`src/rtl/tick_timer_pkg.sv`:
```
package tick_timer_pkg;
  localparam int BUS_W   = 32;
  localparam int LANES   = BUS_W / 8;
  localparam int ADDR_W  = 5;
  localparam int TALLY_W = 4;
  localparam int LVL_W   = 3;

  // word indices (byte address >> 2)
  localparam logic [2:0] WRD_CMP  = 3'd1;
  localparam logic [2:0] WRD_CNT  = 3'd2;
  localparam logic [2:0] WRD_CTL  = 3'd5;
  localparam logic [2:0] WRD_ICTL = 3'd6;

  // control byte bits
  localparam int CTL_RUN  = 0;
  localparam int CTL_COC  = 1;
  localparam int CTL_TCLR = 2;
  // interrupt-control byte bits
  localparam int ICTL_PCLR = 3;
  localparam int ICTL_IE   = 4;

  typedef struct packed {
    logic coc;
    logic run;
  } ctl_t;

  function automatic logic [BUS_W-1:0] lane_merge(input logic [BUS_W-1:0] cur,
                                                  input logic [BUS_W-1:0] nxt,
                                                  input logic [LANES-1:0] be);
    logic [BUS_W-1:0] r;
    r = cur;
    for (int l = 0; l < LANES; l++) begin
      if (be[l]) r[l*8 +: 8] = nxt[l*8 +: 8];
    end
    return r;
  endfunction
endpackage

```
`src/rtl/tick_prescaler.sv`:
```
module tick_prescaler #(
  parameter int PRESCALE = 250
) (
  input  logic clk_i,
  input  logic rst_ni,
  input  logic en_i,
  output logic tick_o
);
  localparam int PW = (PRESCALE > 1) ? $clog2(PRESCALE) : 1;

  generate
    if (PRESCALE > 1) begin : g_div
      logic [PW-1:0] ph_q;
      logic          last;
      assign last   = (ph_q == PW'(PRESCALE - 1));
      assign tick_o = en_i && last;

      // phase held at zero while stopped so a restart is deterministic
      always_ff @(posedge clk_i or negedge rst_ni) begin
        if (!rst_ni)        ph_q <= '0;
        else if (!en_i)     ph_q <= '0;
        else if (last)      ph_q <= '0;
        else                ph_q <= ph_q + PW'(1);
      end

      AST_TICK_GAP: assert property (@(posedge clk_i) disable iff (!rst_ni)
        tick_o |=> !tick_o);
    end else begin : g_pass
      assign tick_o = en_i;
    end
  endgenerate
endmodule

```
`src/rtl/tick_count_core.sv`:
```
module tick_count_core #(
  parameter int CNT_W   = 32,
  parameter int TALLY_W = 4
) (
  input  logic               clk_i,
  input  logic               rst_ni,
  input  logic               tick_i,
  input  logic               coc_i,
  input  logic               cnt_we_i,
  input  logic [CNT_W-1:0]   cnt_wdata_i,
  input  logic               tally_clr_i,
  input  logic [CNT_W-1:0]   cmp_i,
  output logic [CNT_W-1:0]   cnt_o,
  output logic [TALLY_W-1:0] tally_o,
  output logic               hit_o
);
  logic [CNT_W-1:0]   cnt_q;
  logic [TALLY_W-1:0] tally_q;
  logic [CNT_W-1:0]   inc;

  assign inc   = cnt_q + CNT_W'(1);
  assign hit_o = tick_i && (inc == cmp_i);

  always_ff @(posedge clk_i or negedge rst_ni) begin
    if (!rst_ni)       cnt_q <= '0;
    else if (cnt_we_i) cnt_q <= cnt_wdata_i;
    else if (tick_i)   cnt_q <= (hit_o && coc_i) ? '0 : inc;
  end

  always_ff @(posedge clk_i or negedge rst_ni) begin
    if (!rst_ni)          tally_q <= '0;
    else if (tally_clr_i) tally_q <= '0;
    else if (hit_o)       tally_q <= tally_q + TALLY_W'(1);
  end

  assign cnt_o   = cnt_q;
  assign tally_o = tally_q;

  AST_CNT_STEP: assert property (@(posedge clk_i) disable iff (!rst_ni)
    tick_i && !cnt_we_i && !(hit_o && coc_i) |=> cnt_q == $past(cnt_q) + CNT_W'(1));
  AST_CNT_HOLD: assert property (@(posedge clk_i) disable iff (!rst_ni)
    !tick_i && !cnt_we_i |=> $stable(cnt_q));
  AST_WRAP_ZERO: assert property (@(posedge clk_i) disable iff (!rst_ni)
    hit_o && coc_i && !cnt_we_i |=> cnt_q == '0);
  AST_TALLY_CLR: assert property (@(posedge clk_i) disable iff (!rst_ni)
    tally_clr_i |=> tally_q == '0);
  AST_TALLY_SYNC: assert property (@(posedge clk_i) disable iff (!rst_ni)
    hit_o && coc_i && !cnt_we_i && !tally_clr_i
    |=> (tally_q == $past(tally_q) + TALLY_W'(1)) && (cnt_q == '0));
endmodule

```
`src/rtl/tick_irq_ctl.sv`:
```
module tick_irq_ctl #(
  parameter int LVL_W = 3
) (
  input  logic             clk_i,
  input  logic             rst_ni,
  input  logic             hit_i,
  input  logic             wr_i,
  input  logic [LVL_W-1:0] lvl_wdata_i,
  input  logic             ie_wdata_i,
  input  logic             pclr_i,
  output logic [LVL_W-1:0] lvl_o,
  output logic             ie_o,
  output logic             pend_o,
  output logic             irq_o,
  output logic [LVL_W-1:0] irq_level_o
);
  logic [LVL_W-1:0] lvl_q;
  logic             ie_q;
  logic             pend_q;

  always_ff @(posedge clk_i or negedge rst_ni) begin
    if (!rst_ni) begin
      lvl_q <= '0;
      ie_q  <= 1'b0;
    end else if (wr_i) begin
      lvl_q <= lvl_wdata_i;
      ie_q  <= ie_wdata_i;
    end
  end

  // a match in the clearing cycle keeps the flag set
  always_ff @(posedge clk_i or negedge rst_ni) begin
    if (!rst_ni)              pend_q <= 1'b0;
    else if (hit_i)           pend_q <= 1'b1;
    else if (wr_i && pclr_i)  pend_q <= 1'b0;
  end

  assign irq_o       = pend_q && ie_q && (lvl_q != '0);
  assign irq_level_o = irq_o ? lvl_q : '0;
  assign lvl_o       = lvl_q;
  assign ie_o        = ie_q;
  assign pend_o      = pend_q;

  AST_PEND_SET: assert property (@(posedge clk_i) disable iff (!rst_ni)
    hit_i |=> pend_q);
  AST_PEND_CLR: assert property (@(posedge clk_i) disable iff (!rst_ni)
    wr_i && pclr_i && !hit_i |=> !pend_q);
  AST_IRQ_LEVEL: assert property (@(posedge clk_i) disable iff (!rst_ni)
    irq_o |-> irq_level_o != '0);
  AST_IRQ_QUIET: assert property (@(posedge clk_i) disable iff (!rst_ni)
    !pend_q |-> !irq_o && irq_level_o == '0);
endmodule

```
`src/rtl/tick_timer.sv`:
```
module tick_timer
  import tick_timer_pkg::*;
#(
  parameter int PRESCALE = 250
) (
  input  logic              clk_i,
  input  logic              rst_ni,
  input  logic [ADDR_W-1:0] addr_i,
  input  logic              we_i,
  input  logic [LANES-1:0]  be_i,
  input  logic [BUS_W-1:0]  wdata_i,
  output logic [BUS_W-1:0]  rdata_o,
  output logic              irq_o,
  output logic [LVL_W-1:0]  irq_level_o
);
  logic [2:0]         wrd;
  logic               aligned;
  logic [BUS_W-1:0]   cmp_q;
  ctl_t               ctl_q;
  logic               tick;
  logic [BUS_W-1:0]   cnt;
  logic [TALLY_W-1:0] tally;
  logic               hit;
  logic               cmp_we, cnt_we, ctl_we, ictl_we;
  logic [LVL_W-1:0]   lvl;
  logic               ie, pend;

  assign wrd     = addr_i[ADDR_W-1:2];
  assign aligned = (addr_i[1:0] == 2'b00);
  assign cmp_we  = we_i && aligned && (wrd == WRD_CMP) && (|be_i);
  assign cnt_we  = we_i && aligned && (wrd == WRD_CNT) && (|be_i);
  assign ctl_we  = we_i && aligned && (wrd == WRD_CTL) && be_i[0];
  assign ictl_we = we_i && aligned && (wrd == WRD_ICTL) && be_i[0];

  always_ff @(posedge clk_i or negedge rst_ni) begin
    if (!rst_ni)     cmp_q <= '0;
    else if (cmp_we) cmp_q <= lane_merge(cmp_q, wdata_i, be_i);
  end

  always_ff @(posedge clk_i or negedge rst_ni) begin
    if (!rst_ni)     ctl_q <= '0;
    else if (ctl_we) ctl_q <= '{coc: wdata_i[CTL_COC], run: wdata_i[CTL_RUN]};
  end

  tick_prescaler #(.PRESCALE(PRESCALE)) u_pre (
    .clk_i  (clk_i),
    .rst_ni (rst_ni),
    .en_i   (ctl_q.run),
    .tick_o (tick)
  );

  tick_count_core #(.CNT_W(BUS_W), .TALLY_W(TALLY_W)) u_core (
    .clk_i       (clk_i),
    .rst_ni      (rst_ni),
    .tick_i      (tick),
    .coc_i       (ctl_q.coc),
    .cnt_we_i    (cnt_we),
    .cnt_wdata_i (lane_merge(cnt, wdata_i, be_i)),
    .tally_clr_i (ctl_we && wdata_i[CTL_TCLR]),
    .cmp_i       (cmp_q),
    .cnt_o       (cnt),
    .tally_o     (tally),
    .hit_o       (hit)
  );

  tick_irq_ctl #(.LVL_W(LVL_W)) u_irq (
    .clk_i       (clk_i),
    .rst_ni      (rst_ni),
    .hit_i       (hit),
    .wr_i        (ictl_we),
    .lvl_wdata_i (wdata_i[LVL_W-1:0]),
    .ie_wdata_i  (wdata_i[ICTL_IE]),
    .pclr_i      (wdata_i[ICTL_PCLR]),
    .lvl_o       (lvl),
    .ie_o        (ie),
    .pend_o      (pend),
    .irq_o       (irq_o),
    .irq_level_o (irq_level_o)
  );

  always_comb begin
    rdata_o = '0;
    if (aligned) begin
      unique case (wrd)
        WRD_CMP:  rdata_o = cmp_q;
        WRD_CNT:  rdata_o = cnt;
        WRD_CTL:  rdata_o[7:0] = {tally, 2'b00, ctl_q.coc, ctl_q.run};
        WRD_ICTL: rdata_o[7:0] = {3'b000, ie, pend, lvl};
        default:  rdata_o = '0;
      endcase
    end
  end
endmodule

```
`config.mk`:
```
export PLATFORM = sky130hd
export DESIGN_NAME = tick_timer
export DESIGN_NICKNAME = d
export VERILOG_FILES = /design/src/rtl/tick_timer_pkg.sv /design/src/rtl/tick_prescaler.sv /design/src/rtl/tick_count_core.sv /design/src/rtl/tick_irq_ctl.sv /design/src/rtl/tick_timer.sv
export SDC_FILE = /design/constraint.sdc
export NUM_CORES = 1
export LEC_CHECK = 0
export ABC_AREA = 1
export BUFFER_PORTS_ARGS = -buffer_cell sky130_fd_sc_hd__buf_2
export CORE_MARGIN = 10
export CORE_UTILIZATION = 64
export DETAILED_ROUTE_END_ITERATION = 10
export PLACE_DENSITY = 0.92
export SLEW_MARGIN = 5
export SYNTH_ARGS = -nofsm -noshare
export SYNTH_HDL_FRONTEND = slang
export SYNTH_SLANG_ARGS = --single-unit
```
`constraint.sdc`:
```
create_clock -name clk_i -period 4.4 [get_ports clk_i]
set_clock_uncertainty 0.1 [all_clocks]
set_input_delay 0.88 -clock clk_i [delete_from_list [all_inputs] [get_ports clk_i]]
set_output_delay 0.88 -clock clk_i [all_outputs]
set_load 0.02 [all_outputs]
```
==> results.yml <==
floorplan:
  die_h_um: 119
  initial_core_util: 0.666
  die_w_um: 119
  ios: 80
  core_um2: 9370
  placementRows: 35
  die_area_um2: 14100
clock_tree:
  cts_made_buffers: 9
  cts.htree.levels: 3
  clock-root-buffer: "clkbuf_8"
  clock_latency_ns: 0.37
  path_clk_slew_ns: 0.10
  cts_buffer_depth: 2
  postCtsSetupRepairBufs: 0
  cts_tree: "built"
  hold_buffers: 0
  clock-sinks: 83
  cts_resized: 0
synth:
  ys_ff_latch: 83
  avgSynthCellArea_um2: 6.18
  yosysTopAreaCell: "dfrtp_1"
  ys_seq_area_frac: 0.333
  synth_edf_count: 0
  synthTopCellsByArea: "dfrtp_1 (33%), nand2_1 (23%), nor2_1 (8.9%)"
  synthTopCellsByCount: "nand2_1 (378), nor2_1 (148), a21oi_1 (105)"
  async_reset_ff_frac: 1.00
  syn-num-nets: 1059
  yosys.area.top_type_share: 0.333
  ys.flop_type: "dfrtp_1"
  syn_inst: 1011
  synth_most_common_cell: "nand2_1"
  yosysUniqueCellTypes: 38
  yosys_warnings: 0
  synth_area_um2: 6240
setup_path:
  crit_type: "reg2reg"
  required_ns: 4.56
  cp_slowest_cell: "dfrtp_1"
  crit_buf_inv: 1
  crit_fanout: 32
  cpMostUsedCell: "nand2_1"
  crit_family: "simple AND/OR/NAND/NOR gates"
  cp.arrival_ns: 3.42
  cp-end-kind: "flip-flop"
  startpoint_type: "flip-flop"
  cpPeakStageDelay_ns: 0.49
  crit_chain: "ha_1 -> nand3_1 -> nor2_1 -> nand3_1 -> nand2_1 -> nand2_1 -> nand2_1 -> nand2_1 -> inv_1 -> nand2_1 -> nor2_1 -> nand2_1 -> nor2_4 -> nand4_4 -> nand2_1 -> nand2_1 -> nand2_1 -> nand2_1"
cells_and_area:
  design_area_um2: 6960
  drive_above_1_share: 0.131
  syn_to_final_growth_pct: 11.4
  stdcell_count: 1220
  diodes: 0
  nNetsFinal: 1134
  num-fill-cells: 830
run:
  cap_violations: 0
pwr:
  pwr-share-comb: 0.273
  ir_drop_v: 0.000191
  power_leakage_nw: 3.56
  clock_power_share: 0.267
  power_mw: 2.17
  p_seq_frac: 0.460
  switching_share: 0.377
  power_density_nw_per_um2: 312
  p_int_mw: 1.35
  p_switching_mw: 0.820
route:
  drc: 0
  drt_iter0_markers: 885
  post_drt_via_cell_ratio: 5.68
  firstDrtPassIters: 5
  wl_per_cell_um: 15.5
  wirelength_um: 18900
  ant_nets: 0
  vias: 6925
global_route:
  grt_max_degree: 84
  antenna_found_initial: 0
  globalRouteOverflowTotal: 0
  first_global_vias: 6614
  grt_use_total: 0.264
  grt_pass1_wl_um: 31600
placement:
  place_inst: 1204
  hpwl_um: 13900
  placed_area_um2: 6750
  routabilityCongestion: 1.05
  io_buffers: 79
sta:
  fmax_mhz: 306
  worst_slew_pin_slew_ns: 1.06
  finalHoldViolCount: 0
  rsz0062_at_grt: "false"
  min_period_ns: 3.26
  setup_viol: 0
  tns_ns: 0
  final.period_utilization: 0.742
  maxSlewViolCount: 0
  slew_headroom: 0.293
run_status:
  status: "completed"
min_path:
  min_path_type: "reg2reg"
==> metal layers <==
layer,part of all wire,track usage,up-vias
met5,0,0,-
met4,0.036,0.110,0
met3,0.11,0.0485,60
met2,0.44,0.411,410
met1,0.42,0.352,3097
li1,-,-,3358
==> power groups by stage <==
stage	Combinational, mW	Clock [mW]	Sequential [mW]
finish	0.594	0.580	0.999
floorplan	0.428	0	0.966
global route	0.674	0.617	1.01
detailed placement	0.580	0	1.01
CTS	0.587	0.584	0.993
global placement	0.565	0	1.00
==> final timing paths <==
check,start,end,slack (ns),depth (start not counted)
min in group asynchronous,rst_ni,cmp_q[12]$_DFFE_PN0P_,0.59,1
worst max-delay path,u_core.cnt_o[0]$_DFFE_PN0P_,u_core.cnt_o[5]$_DFFE_PN0P_,1.14,18
worst min-delay path,u_pre.g_div.ph_q[0]$_DFF_PN0_,u_pre.g_div.ph_q[0]$_DFF_PN0_,0.39,1
worst max register to register,u_core.cnt_o[0]$_DFFE_PN0P_,u_core.cnt_o[5]$_DFFE_PN0P_,1.14,18
worst min register to register,u_pre.g_div.ph_q[0]$_DFF_PN0_,u_pre.g_div.ph_q[0]$_DFF_PN0_,0.39,1
max in group asynchronous,rst_ni,u_core.tally_o[2]$_DFFE_PN0P_,2.92,1
==> cell families after synthesis <==
group                      after synthesis  synth area share
and+or+nand+nor                        642             0.434
AOI/OAI and AO/OA                      139             0.119
buffers and inverters                  128            0.0793
DFF                                     83             0.333
muxes                                    8            0.0144
xor gates and xnor gates                 7            0.0132
adders and majority gates                4           0.00801
==> stage by stage <==
step | util | worst slack [ns] | hold slack, ns
3_5_place_dp | 0.721 | 1.14 | 0.383
2_1_floorplan | - | 1.34 | 0.361
5_1_grt | 0.742 | 0.838 | 0.445
6_report | 0.742 | 1.14 | 0.391
4_1_cts | 0.742 | 1.18 | 0.396
3_3_place_gp | 0.721 | 1.21 | 0.387
==> layout by cell type, fill, tap and decap left out, types with 5 or more instances in the layout <==
cell,instances
nand3_1,66
buf_4,6
nand3b_1,10
nand2_1,378
mux2_2,8
dfrtp_1,83
nor3_1,8
nor2_2,6
o22ai_1,5
o21ai_0,18
buf_2,78
nand2_2,6
nor2_4,8
a21oi_1,105
nor2_1,147
inv_1,102
clkbuf_8,9
==> sequential cells by signal, indices dropped and copies added, names as in the netlist <==
name,cells
cmp_q,32
u_core.tally_o,4
u_core.cnt_o,32
u_irq.pend_o,1
ctl_q,2
u_pre.g_div.ph_q,8
u_irq.ie_o,1
u_irq.lvl_o,3
==> area by class of cell <==
type | count | area (µm²) | area share
Clock buffer | 10 | 128 | 0.0183
Clock inverter | 6 | 73.8 | 0.0106
Inverter | 108 | 405 | 0.0583
Multi-Input combinational cell | 800 | 3670 | 0.528
Sequential cell | 83 | 2080 | 0.299
Tap cell | 129 | 161 | 0.0232
Timing Repair Buffer | 84 | 435 | 0.0626
Power figures use the tool's default switching activity.
